## config.mk

```make
export PLATFORM = sky130hd
export DESIGN_NAME = dmard_decoder
export DESIGN_NICKNAME = d
export VERILOG_FILES = /design/src/rtl/dmard_pkg.sv /design/src/rtl/dmard_hdr_parse.sv /design/src/rtl/dmard_stall_buf.sv /design/src/rtl/dmard_slot_table.sv /design/src/rtl/dmard_decoder.sv
export SDC_FILE = /design/constraint.sdc
export NUM_CORES = 1
export LEC_CHECK = 0
export BUFFER_PORTS_ARGS = -buffer_cell sky130_fd_sc_hd__buf_2
export CAP_MARGIN = 20
export CORE_MARGIN = 3
export CORE_UTILIZATION = 56
export DETAILED_ROUTE_END_ITERATION = 10
export GPL_ROUTABILITY_DRIVEN = 0
export GPL_TIMING_DRIVEN = 0
export PLACE_DENSITY = 0.75
export REMOVE_ABC_BUFFERS = 1
export SETUP_SLACK_MARGIN = 0.15
export SKIP_CTS_REPAIR_TIMING = 1
export SLEW_MARGIN = 20
export SYNTH_ARGS = -nofsm -noshare
export SYNTH_HDL_FRONTEND = slang
export SYNTH_SLANG_ARGS = --single-unit
```

## constraint.sdc

```tcl
create_clock -name clk -period 4.6 [get_ports clk]
set_clock_uncertainty 0.15 [all_clocks]
set_input_delay 0.92 -clock clk [delete_from_list [all_inputs] [get_ports clk]]
set_output_delay 0.92 -clock clk [all_outputs]
set_load 0.02 [all_outputs]
```

## src/rtl/dmard_pkg.sv

```systemverilog
package dmard_pkg;
  localparam int ADDR_W   = 40;
  localparam int TAG_W    = 9;
  localparam int BEAT_W   = 32;
  localparam int HI_W     = ADDR_W - BEAT_W;
  localparam logic [7:0] READ_CODE = 8'h49;
  // header field positions
  localparam int CODE_LSB = 24;
  localparam int DIR_BIT  = 23;
  localparam int SLOT_LSB = 14;
  localparam int SLOT_W   = 5;
  localparam int TLO_LSB  = 9;
  localparam int TLO_W    = 5;
  localparam int THI_BIT  = 8;

  typedef struct packed {
    logic [ADDR_W-1:0] addr;
    logic [TAG_W-1:0]  tag;
  } dmard_rec_t;

  typedef enum logic {PH_HDR = 1'b0, PH_ADDR = 1'b1} dmard_phase_e;
endpackage

```

## src/rtl/dmard_hdr_parse.sv

```systemverilog
module dmard_hdr_parse
  import dmard_pkg::*;
#(
  parameter int ENTRIES = 32,
  localparam int IDX_W = $clog2(ENTRIES)
) (
  input  logic              clk,
  input  logic              rst_n,
  input  logic              req_valid,
  input  logic [BEAT_W-1:0] req_data,
  input  logic              pend_busy,
  output logic              rec_vld,
  output dmard_rec_t        rec,
  output logic [IDX_W-1:0]  rec_idx,
  output logic              ovf_evt
);
  dmard_phase_e     phase_q;
  logic [HI_W-1:0]  hi_q;
  logic [TAG_W-1:0] tag_q;
  logic [IDX_W-1:0] idx_q;
  logic             hdr_hit;
  logic             accept;

  assign hdr_hit = (phase_q == PH_HDR) && req_valid
                && (req_data[CODE_LSB +: 8] == READ_CODE)
                && !req_data[DIR_BIT];
  assign accept  = hdr_hit && !pend_busy;
  assign ovf_evt = hdr_hit && pend_busy;

  always_ff @(posedge clk or negedge rst_n) begin
    if (!rst_n) begin
      phase_q <= PH_HDR;
    end else if (phase_q == PH_ADDR) begin
      phase_q <= PH_HDR;
    end else if (accept) begin
      phase_q <= PH_ADDR;
    end
  end

  always_ff @(posedge clk or negedge rst_n) begin
    if (!rst_n) begin
      hi_q  <= '0;
      tag_q <= '0;
      idx_q <= '0;
    end else if (accept) begin
      hi_q  <= req_data[HI_W-1:0];
      tag_q <= {req_data[THI_BIT], 3'b000, req_data[TLO_LSB +: TLO_W]};
      idx_q <= req_data[SLOT_LSB +: IDX_W];
    end
  end

  assign rec_vld  = (phase_q == PH_ADDR);
  assign rec.addr = {hi_q, req_data};
  assign rec.tag  = tag_q;
  assign rec_idx  = idx_q;
endmodule

```

## src/rtl/dmard_stall_buf.sv

```systemverilog
module dmard_stall_buf
  import dmard_pkg::*;
#(
  parameter int ENTRIES = 32,
  localparam int IDX_W = $clog2(ENTRIES)
) (
  input  logic             clk,
  input  logic             rst_n,
  input  logic             in_vld,
  input  dmard_rec_t       in_rec,
  input  logic [IDX_W-1:0] in_idx,
  input  logic             tgt_occupied,
  output logic             pend_vld,
  output dmard_rec_t       pend_rec,
  output logic [IDX_W-1:0] pend_idx,
  output logic             wr_en,
  output logic             busy
);
  assign wr_en = pend_vld && !tgt_occupied;
  assign busy  = pend_vld && !wr_en;

  always_ff @(posedge clk or negedge rst_n) begin
    if (!rst_n) begin
      pend_vld <= 1'b0;
    end else if (in_vld) begin
      pend_vld <= 1'b1;
    end else if (wr_en) begin
      pend_vld <= 1'b0;
    end
  end

  always_ff @(posedge clk or negedge rst_n) begin
    if (!rst_n) begin
      pend_rec <= '0;
      pend_idx <= '0;
    end else if (in_vld) begin
      pend_rec <= in_rec;
      pend_idx <= in_idx;
    end
  end
endmodule

```

## src/rtl/dmard_slot_table.sv

```systemverilog
module dmard_slot_table
  import dmard_pkg::*;
#(
  parameter int ENTRIES = 32,
  localparam int IDX_W = $clog2(ENTRIES)
) (
  input  logic               clk,
  input  logic               rst_n,
  input  logic               wr_en,
  input  logic [IDX_W-1:0]   wr_idx,
  input  dmard_rec_t         wr_rec,
  input  logic               rel_en,
  input  logic [IDX_W-1:0]   rel_idx,
  input  logic [IDX_W-1:0]   rd_idx,
  output dmard_rec_t         rd_rec,
  output logic [ENTRIES-1:0] valid
);
  dmard_rec_t rec_arr [ENTRIES];

  for (genvar g = 0; g < ENTRIES; g++) begin : g_ent
    logic       v_q;
    dmard_rec_t d_q;
    logic       hit_wr;
    logic       hit_rel;

    assign hit_wr  = wr_en  && (wr_idx  == IDX_W'(g));
    assign hit_rel = rel_en && (rel_idx == IDX_W'(g));

    always_ff @(posedge clk or negedge rst_n) begin
      if (!rst_n) begin
        v_q <= 1'b0;
      end else if (hit_wr) begin
        v_q <= 1'b1;
      end else if (hit_rel) begin
        v_q <= 1'b0;
      end
    end

    always_ff @(posedge clk) begin
      if (hit_wr) begin
        d_q <= wr_rec;
      end
    end

    assign valid[g]   = v_q;
    assign rec_arr[g] = d_q;
  end

  assign rd_rec = rec_arr[rd_idx];
endmodule

```

## src/rtl/dmard_decoder.sv

```systemverilog
module dmard_decoder
  import dmard_pkg::*;
#(
  parameter int ENTRIES = 32,
  localparam int IDX_W = $clog2(ENTRIES)
) (
  input  logic               clk,
  input  logic               rst_n,
  input  logic               req_valid,
  input  logic [31:0]        req_data,
  input  logic               rel_en,
  input  logic [IDX_W-1:0]   rel_idx,
  input  logic [IDX_W-1:0]   lk_idx,
  output logic [39:0]        lk_addr,
  output logic [8:0]         lk_tag,
  output logic [ENTRIES-1:0] ent_valid,
  output logic               ovf_flag
);
  logic             rec_vld;
  dmard_rec_t       rec;
  logic [IDX_W-1:0] rec_idx;
  logic             ovf_evt;
  logic             pend_vld;
  dmard_rec_t       pend_rec;
  logic [IDX_W-1:0] pend_idx;
  logic             wr_en;
  logic             pend_busy;
  dmard_rec_t       lk_rec;

  dmard_hdr_parse #(.ENTRIES(ENTRIES)) parse_i (
    .clk(clk), .rst_n(rst_n), .req_valid(req_valid), .req_data(req_data),
    .pend_busy(pend_busy), .rec_vld(rec_vld), .rec(rec), .rec_idx(rec_idx),
    .ovf_evt(ovf_evt)
  );

  dmard_stall_buf #(.ENTRIES(ENTRIES)) hold_i (
    .clk(clk), .rst_n(rst_n), .in_vld(rec_vld), .in_rec(rec), .in_idx(rec_idx),
    .tgt_occupied(ent_valid[pend_idx]), .pend_vld(pend_vld), .pend_rec(pend_rec),
    .pend_idx(pend_idx), .wr_en(wr_en), .busy(pend_busy)
  );

  dmard_slot_table #(.ENTRIES(ENTRIES)) table_i (
    .clk(clk), .rst_n(rst_n), .wr_en(wr_en), .wr_idx(pend_idx), .wr_rec(pend_rec),
    .rel_en(rel_en), .rel_idx(rel_idx), .rd_idx(lk_idx), .rd_rec(lk_rec),
    .valid(ent_valid)
  );

  always_ff @(posedge clk or negedge rst_n) begin
    if (!rst_n) begin
      ovf_flag <= 1'b0;
    end else if (ovf_evt) begin
      ovf_flag <= 1'b1;
    end
  end

  assign lk_addr = lk_rec.addr;
  assign lk_tag  = lk_rec.tag;
endmodule

```

# --- After elaboration in Yosys (flattened, before gate mapping) ---
# Cells that the tools add are included.
totals:
  elab_cells: 355
  ff_bits: 1577
  out_inout_bits: 82
  in_bits: 46
classes:
  n_bitwise: 2
  n_eq_ne: 63
  n_reduce_logical: 110
  order_cmp: 2
  muxes: 73
ops:
  columns: ["cell", "n"]
  rows:
  - ["binary-select mux 49 bit (select 5 bit)", 1]
  - ["== test 5 bit (second input constant)", 32]
  - ["2-to-1 mux 49 bit", 2]
  - ["== test 5 x 4 -> 1 bit (second input constant)", 16]
  - ["logical AND 1 bit", 71]
  - ["2-to-1 mux 1 bit", 69]
  - ["nonzero test 2 bit", 33]
  - ["== test 5 x 3 -> 1 bit (second input constant)", 8]
  - ["== test 5 x 2 -> 1 bit (second input constant)", 4]
  - ["== test 5 x 1 -> 1 bit (second input constant)", 2]
  - ["logical NOT 5 bit", 2]
  - ["== test 8 x 7 -> 1 bit (second input constant)", 1]
  - [">= comparator 6 bit (second input constant)", 1]
  - ["< comparator 5 x 6 -> 1 bit (second input constant)", 1]
  - ["inverter 5 -> 6 bit", 1]
  - ["binary-select mux 1 bit (select 5 bit)", 1]
  - ["logical NOT 1 bit", 4]
  - ["inverter 1 bit", 1]

# --- Longest topological paths before layout ---
# Gate-level depths: netlist of the first run.
depth:
  depth_word: 10
  mapped_depth: 8
  depth_no_buf: 5

# --- By module ---
# A second synthesis of the first run with hierarchy kept.
hier_totals:
  cells_unflattened: 3792
  hier_area_um2: 66183.5
by_module_without_submodules:
  columns: ["mod", "seq_area_each_um2", "instances", "area_per_inst_um2", "cells_each"]
  rows:
  - ["dmard_slot_table", 47885.9, 1, 62404.9, 3544]
  - ["dmard_stall_buf", 1376.3, 1, 2299.7, 118]
  - ["dmard_hdr_parse", 500.5, 1, 1122.3, 87]
  - ["dmard_decoder", 25.0, 1, 356.6, 43]

# --- Worst setup path before layout of the first run ---
# No wires, ideal clock.
synth_path:
  path_type: "register to register"
  startpoint: "reg hold_i.pend_idx[2]"
  endpoint: "reg table_i.g_ent[31].d_q[0] in the netlist's numbering (enable)"
  synth_period_minus_slack_ns: 4.607
  required_ns: 4.000
  setup_ns: 0.450
  n_path_buf: 2
  arrival_ns: 4.007
  path_stages_with_launch: 8
  setup_slack_ns: -0.007
  path_cell_list: "dfrtp_1 > clkbuf_1 > mux2_2 > a32o_1 > a211oi_2 > o311ai_1 > buf_2 > nor2_1"
synth_via:
  elab_chain_cells: 5
  word_cells_on_any_way: 6
  classes_between: "eq/ne (1); mux (2); reduce/logical (3)"
synth_rtl:
  columns: ["item", "line_no", "rtl"]
  rows:
  - ["start, declared", "dmard_stall_buf.sv:15", "output logic [IDX_W-1:0] pend_idx,"]
  - ["start signal, assigned", "dmard_stall_buf.sv:38", "pend_idx <= in_idx;"]
  - ["binary-select mux 1 bit (select 5 bit)", "dmard_decoder.sv:38", ".tgt_occupied(ent_valid[pend_idx]), .pend_vld(pend_vld), .pend_rec(pend_rec),"]
  - ["2-to-1 mux 1 bit (not written as such)", "dmard_decoder.sv:38", null]
  - ["logical NOT 1 bit", "dmard_stall_buf.sv:19", "assign wr_en = pend_vld && !tgt_occupied;"]
  - ["logical AND 1 bit", "dmard_stall_buf.sv:19", null]
  - ["logical AND 1 bit *", "dmard_slot_table.sv:26", "assign hit_wr = wr_en && (wr_idx == IDX_W'(g));"]
  - ["via table_i.g_ent[31].hit_wr", "dmard_slot_table.sv:23", "logic hit_wr;"]
  - ["end signal, assigned", "dmard_slot_table.sv:41", "d_q <= wr_rec;"]
  - ["end, declared", "dmard_slot_table.sv:22", "dmard_rec_t d_q;"]
# The timed path passes the listed nets; every way through them passes the cells marked *. The select of a mux whose other input is x is not followed.
# A chain may end at the register's enable or synchronous reset.

# --- Worst setup path after layout of the first run ---
layout_path:
  startpoint: "in lk_idx[0]"
  endpoint: "out lk_addr[2]"
layout_via:
  elab_chain_cells: 4
layout_rtl:
  columns: ["item", "line_no", "rtl"]
  rows:
  - ["start, declared", "dmard_decoder.sv:13", "input logic [IDX_W-1:0] lk_idx,"]
  - ["inverter 5 -> 6 bit (not written as such)", "dmard_slot_table.sv:49", "assign rd_rec = rec_arr[rd_idx];"]
  - ["binary-select mux 49 bit (select 5 bit)", "dmard_slot_table.sv:49", null]
  - ["2-to-1 mux 49 bit (not written as such) (2 in series)", "dmard_slot_table.sv:49", null]
  - ["end, declared", "dmard_decoder.sv:14", "output logic [39:0] lk_addr,"]
# No other way between the ends. The select of a mux whose other input is x is not followed.

==> results of run 1 <==
## stage by stage
stage | utilization (%) | instances
global route | 66.72 | 4277
CTS | 66.25 | 4251
floorplan | - | 2332
detailed placement | 61.58 | 3972
global placement | 58.34 | 3847
finish | 66.72 | 4278
## state kept, by name (all words and copies together) (netlist names), 5 cells and up
name	flops
parse_i.tag_q	6
parse_i.rec_idx	5
hold_i.pend_idx	5
parse_i.hi_q	8
hold_i.pend_rec	46
table_i.g_ent.v_q	32
table_i.g_ent.d_q	1472
## synthesized netlist by cell type (2+ instances only)
cell type | instances | area, µm²
nand2b_1 | 2 | 12.51
nand2_1 | 9 | 33.78
mux4_2 | 462 | 10400
dfrtp_1 | 105 | 2628
edfxtp_1 | 1472 | 44200
buf_1 | 38 | 142.6
clkbuf_1 | 81 | 304.0
nor2_1 | 39 | 146.4
mux2_4 | 10 | 150.1
buf_4 | 35 | 262.8
nor2b_1 | 6 | 37.54
buf_2 | 6 | 30.03
mux2i_1 | 12 | 120.1
o31ai_1 | 2 | 15.01
nand4_1 | 3 | 18.77
nand3_1 | 11 | 55.05
nor4b_1 | 2 | 17.52
mux2_2 | 106 | 1194
buf_6 | 2 | 22.52
o21ai_0 | 66 | 330.3
inv_1 | 4 | 15.01
## report_power, final
part           leakage, nW  internal [W]  total, W  switching [W]
clock network         2.42       0.00704    0.0125        0.00541
logic                 5.72      0.000571   0.00129       0.000718
registers             15.2        0.0156    0.0157       0.000136
total                 23.4        0.0232    0.0295        0.00626
## cell type report
| class | count | area, µm² |
|---|---|---|
| Fill cell | 6191 | 35330 |
| Antenna cell | 1 | 2.502 |
| Inverter | 4 | 15.01 |
| Clock buffer | 207 | 4179 |
| Tap cell | 1391 | 1740 |
| Sequential cell | 1577 | 46830 |
| Timing Repair Buffer | 275 | 4233 |
| Multi-Input combinational cell | 751 | 13050 |
| Clock inverter | 72 | 777.0 |
## cells by family after synthesis
logic type,after synthesis
compound gates,81
buf+inv,167
flops,1577
mux,590
other cells,1
simple gates,77
## worst paths after layout
| path | startpoint | slack (ns) | to | depth (start not counted) |
|---|---|---|---|---|
| max | lk_idx[0] | 0.16 | lk_addr[2] | 8 |
| min | req_data[21] | 0.26 | hold_i.pend_rec[30] | 2 |
| max reg2reg | hold_i.pend_idx[2] | 0.29 | table_i.g_ent[31].d_q[28] | 8 |
| min reg2reg | ovf_flag | 0.35 | ovf_flag | 1 |
| max in group asynchronous | rst_n | 2.99 | hold_i.pend_rec[4] | 3 |
| min in group asynchronous | rst_n | 0.50 | parse_i.rec_idx[4] | 2 |
## cells in the final DEF, fill, tap and decap left out, types with 2 or more instances in the layout
cell type / netlist / routed
mux2_4: 10 / 10
buf_4: 35 / 12
o31ai_4: 0 / 2
nand2b_1: 2 / 2
clkinv_8: 0 / 8
nor2_1: 39 / 7
buf_16: 0 / 89
clkbuf_1: 81 / 37
nand2_1: 9 / 9
bufinv_16: 0 / 11
conb_1: 1 / 3
clkbuf_16: 0 / 164
mux4_2: 462 / 462
nor2_4: 0 / 32
o21ai_0: 66 / 66
buf_6: 2 / 5
buf_2: 6 / 118
mux2_2: 106 / 106
mux2i_1: 12 / 12
buf_12: 0 / 31
inv_16: 0 / 3
nand4_1: 3 / 3
clkbuf_8: 0 / 19
nor2b_1: 6 / 6
clkinv_1: 0 / 18
inv_6: 0 / 3
dfrtp_1: 105 / 103
clkinv_2: 0 / 23
clkinvlp_4: 0 / 4
nand3_1: 11 / 11
inv_1: 4 / 4
o311ai_4: 0 / 2
clkinv_4: 0 / 2
edfxtp_1: 1472 / 1472
buf_8: 1 / 6
## metal layers
| metal | vias to the layer above | part of all wire (%) | GRT usage, % |
|---|---|---|---|
| met5 | - | 0 | 0 |
| met1 | 16160 | 35 | 42.10 |
| met2 | 2791 | 48 | 45.53 |
| li1 | 11210 | - | - |
| met3 | 489 | 13 | 5.916 |
| met4 | 0 | 4.3 | 10.70 |
==> impl_metrics.json, run 1 <==
{
  "outcome": "completed",
  "fin_hold_ws_ns": 0.2581,
  "num-nets-final": 2805,
  "cp-end-kind": "output pin",
  "worstMarginPinSlew_ns": 1.032,
  "synth_edf_count": 1472,
  "area_growth_pct": 17.38,
  "core-area_um2": 106200,
  "critPathKind": "primary input to output pin",
  "async_flop_share_pct": 6.658,
  "cp_cell_sequence": "buf_16 > buf_16 > buf_12 > buf_6 > mux4_2 > mux4_2 > mux2_2 > buf_2",
  "fin_tns_setup_ns": 0,
  "finalCritPeriodShare_pct": 96.44,
  "synth_compound_area_share_pct": 0.8128,
  "design_area_um2": 70830,
  "firstDrtPassIters": 5,
  "dpl_cell_area_um2": 65370,
  "drcViolationCount": 0,
  "clkLatencyLatePin_ns": 0.76,
  "wirelength_um": 169900,
  "avgViaCountPerCell": 7.165,
  "holdCritPathClass": "primary input to register",
  "cp_slowest_cell": "mux4_2",
  "root_buffer": "clkbuf_16",
  "drtIter0Drc": 4766,
  "synthAdderAreaFrac_pct": 0,
  "slowest_delay_ns": 0.56,
  "grt_start_max_net_pins": 86,
  "cts_tree": "done",
  "ys_seq_elements": 1577,
  "irDropWorstVdd_v": 0.0003208,
  "ys_seq_area_share_pct": 77.60,
  "yosys_warnings": 0,
  "path_buf_inv": 5,
  "io_buffers": 124,
  "dpl.hpwl_um": 91410,
  "power-per-cell-area_nw_per_um2": 416.2,
  "die_x_um": 334.3,
  "clk_pin_slew_ns": 0.06,
  "die-area_um2": 111700,
  "mappedNetlistArea_um2": 60350,
  "p_leak_nw": 23.35,
  "drtAntennaViolNets": 0,
  "wl_per_cell_um": 39.72,
  "cts_buffers": 150,
  "cp_max_fo": 15,
  "synth_cell_type_count": 41,
  "cp.arrival_ns": 3.37,
  "vias": 30650,
  "grt_pass1_wl_um": 227700,
  "syn_inst": 2493,
  "overflow": 0,
  "setup_viol": 0,
  "start_kind": "primary input",
  "htreeDepth": 4,
  "rows": 119,
  "synth-simple-area-share_pct": 0.5971,
  "grt_pass1_vias": 30470,
  "cts_sinks": 1577,
  "grt_usage_pct": 29.26,
  "die_y_um": 334.3,
  "drive_gt1_share_pct": 38.84,
  "p_total_w": 0.02948,
  "synth_top_family_by_area": "multiplexers",
  "slew_headroom_pct": 31.20,
  "syn_area_per_cell_um2": 24.21,
  "rsz0062_at_grt": "no",
  "dpl_worst_slack_ns": -0.9730,
  "synthMuxAreaShare_pct": 19.67,
  "required_ns": 3.53,
  "crit_family": "multiplexers",
  "max_freq_mhz": 225.4,
  "cap_violations": 0,
  "start_util_pct": 56.84,
  "clockBufferDepth": 3,
  "layout_setup_ws_ns": 0.1637,
  "synth_xor_area_share_pct": 0,
  "slew_violations": 0,
  "antenna_found_initial": 1,
  "io-pin-count": 128,
  "period_needed_ns": 4.436,
  "synth_ff_type": "edfxtp_1",
  "hold_viol": 0
}
Note: power is estimated with default switching activity, not from simulation.
==> inputs of run 2 (changes only) <==
PLACE_DENSITY = 0.73   (was 0.75)
==> run 2 against run 1 <==
Clock-buffer cell count rose by 7. First-iteration DRC count fell by 2.0%. Die area did not move. Sequential power barely moved. Maximum frequency is 0.30% higher. Clock power down 3%. Highest routed layer is now met5.
==> impl_metrics.json, run 2 (same netlist as run 1, synthesis figures left out) <==
{
  "start_kind": "primary input",
  "drcViolationCount": 0,
  "placedCellCount": 3971,
  "period_needed_ns": 4.423,
  "dpl_cell_area_um2": 65250,
  "io_buffers": 124,
  "crit_top_cell": "buf_16",
  "required_ns": 3.53,
  "grt.met1_usage_pct": 40.08,
  "grtUsageMet3_pct": 6.652,
  "top_register": "table_i.g_ent.d_q",
  "final_cell_mix": "edfxtp_1, mux4_2, clkbuf_16",
  "cts_sinks": 1577,
  "overflow": 0,
  "outcome": "completed",
  "rsz0062_at_grt": "yes",
  "irDropWorstVdd_v": 0.0003318,
  "die_x_um": 334.3,
  "final_common_cell": "edfxtp_1",
  "power-per-cell-area_nw_per_um2": 410.7,
  "setup_viol": 0,
  "clk_pin_slew_ns": 0.06,
  "dpl.hpwl_um": 91340,
  "avgViaCountPerCell": 6.986,
  "core-area_um2": 106200,
  "grt_usage_pct": 27.68,
  "grt_start_max_net_pins": 87,
  "slowest_delay_ns": 0.56,
  "cap_violations": 0,
  "wl_per_cell_um": 37.77,
  "max_freq_mhz": 226.1,
  "die-area_um2": 111700,
  "design_area_um2": 70970,
  "root_buffer": "clkbuf_16",
  "grt_use_met2_pct": 42.28,
  "clkLatencyLatePin_ns": 0.75,
  "crit_family": "multiplexers",
  "finalCritPeriodShare_pct": 96.16,
  "cp_slowest_cell": "mux4_2",
  "layout_setup_ws_ns": 0.1768,
  "top_regs": "table_i.g_ent.d_q x1472, hold_i.pend_rec x46, table_i.g_ent.v_q x32",
  "grt_pass1_vias": 29900,
  "critPathKind": "primary input to output pin",
  "cts_buffers": 152,
  "num-nets-final": 2835,
  "rows": 119,
  "cp.arrival_ns": 3.35,
  "io-pin-count": 128,
  "drtAntennaViolNets": 0,
  "drtIter0Drc": 4669,
  "vias": 30110,
  "final_core_util_pct": 66.85,
  "fin_hold_ws_ns": 0.2609,
  "cp_max_fo": 86,
  "wirelength_um": 162800,
  "cp-end-kind": "output pin",
  "holdCritPathClass": "primary input to register",
  "worstMarginPinSlew_ns": 1.067,
  "start_util_pct": 56.84,
  "path_buf_inv": 4,
  "largest_reg_flops": 1472,
  "clockBufferDepth": 3,
  "hold_viol": 0,
  "slew_violations": 0,
  "area_growth_pct": 17.61,
  "die_y_um": 334.3,
  "dpl_worst_slack_ns": -1.373,
  "antenna_found_initial": 3,
  "drive_gt1_share_pct": 38.77,
  "busiest_layer": "met2",
  "cp_cell_sequence": "buf_16 > buf_16 > buf_16 > mux4_2 > mux4_2 > mux2_2 > buf_2",
  "cts_tree": "done",
  "htreeDepth": 4,
  "layout.cells.non_filler": 4310,
  "firstDrtPassIters": 6,
  "p_leak_nw": 23.46,
  "slew_headroom_pct": 28.84,
  "grt_pass1_wl_um": 216800
}
## run 2: layout make-up
| type | count | area, µm² |
|---|---|---|
| Multi-Input combinational cell | 751 | 13040 |
| Clock buffer | 214 | 4263 |
| Tap cell | 1391 | 1740 |
| Clock inverter | 68 | 534.3 |
| Sequential cell | 1577 | 46830 |
| Antenna cell | 2 | 5.005 |
| Inverter | 4 | 15.01 |
| Fill cell | 6204 | 35190 |
| Timing Repair Buffer | 303 | 4533 |
## run 2: worst register-to-register path: cells and delay by family (launching register included)
family / cells / cell delay [ns]
mux: 1 / 0.60
flops: 1 / 0.65
buf+inv: 4 / 0.90
simple gates: 1 / 0.57
compound gates: 3 / 1.07
## run 2: per-stage QoR
step | power, W | TNS [ns]
floorplan | 0.01660 | -256.76
global placement | 0.01735 | -6744.99
detailed placement | 0.01723 | -32.28
CTS | 0.02912 | -33.96
global route | 0.02987 | 0
finish | 0.02915 | 0
## run 2: per-layer routing
layer | wire, µm | vias up
li1 | - | 11250
met1 | 59070 | 16070
met2 | 77900 | 2414
met3 | 20080 | 377
met4 | 5740 | 2
met5 | 10 | -
## run 2: worst paths after layout
| check | start | end | slack (ns) | cells after the start |
|---|---|---|---|---|
| hold / removal | req_data[19] | hold_i.pend_rec[28] | 0.26 | 2 |
| setup / recovery | lk_idx[1] | lk_addr[13] | 0.18 | 7 |
| hold reg to reg | parse_i.hi_q[7] | parse_i.hi_q[7] | 0.36 | 1 |
| setup reg to reg | hold_i.pend_idx[1] | table_i.g_ent[1].d_q[46] | 0.36 | 9 |
| max in group asynchronous | rst_n | hold_i.pend_rec[31] | 2.94 | 3 |
| min in group asynchronous | rst_n | hold_i.pend_rec[27] | 0.55 | 2 |
## run 2: report_power, final
group	switching, W	internal, W
logic	0.000728	0.000608
clock network	0.00521	0.00686
registers	0.000129	0.0156
total	0.00607	0.0231
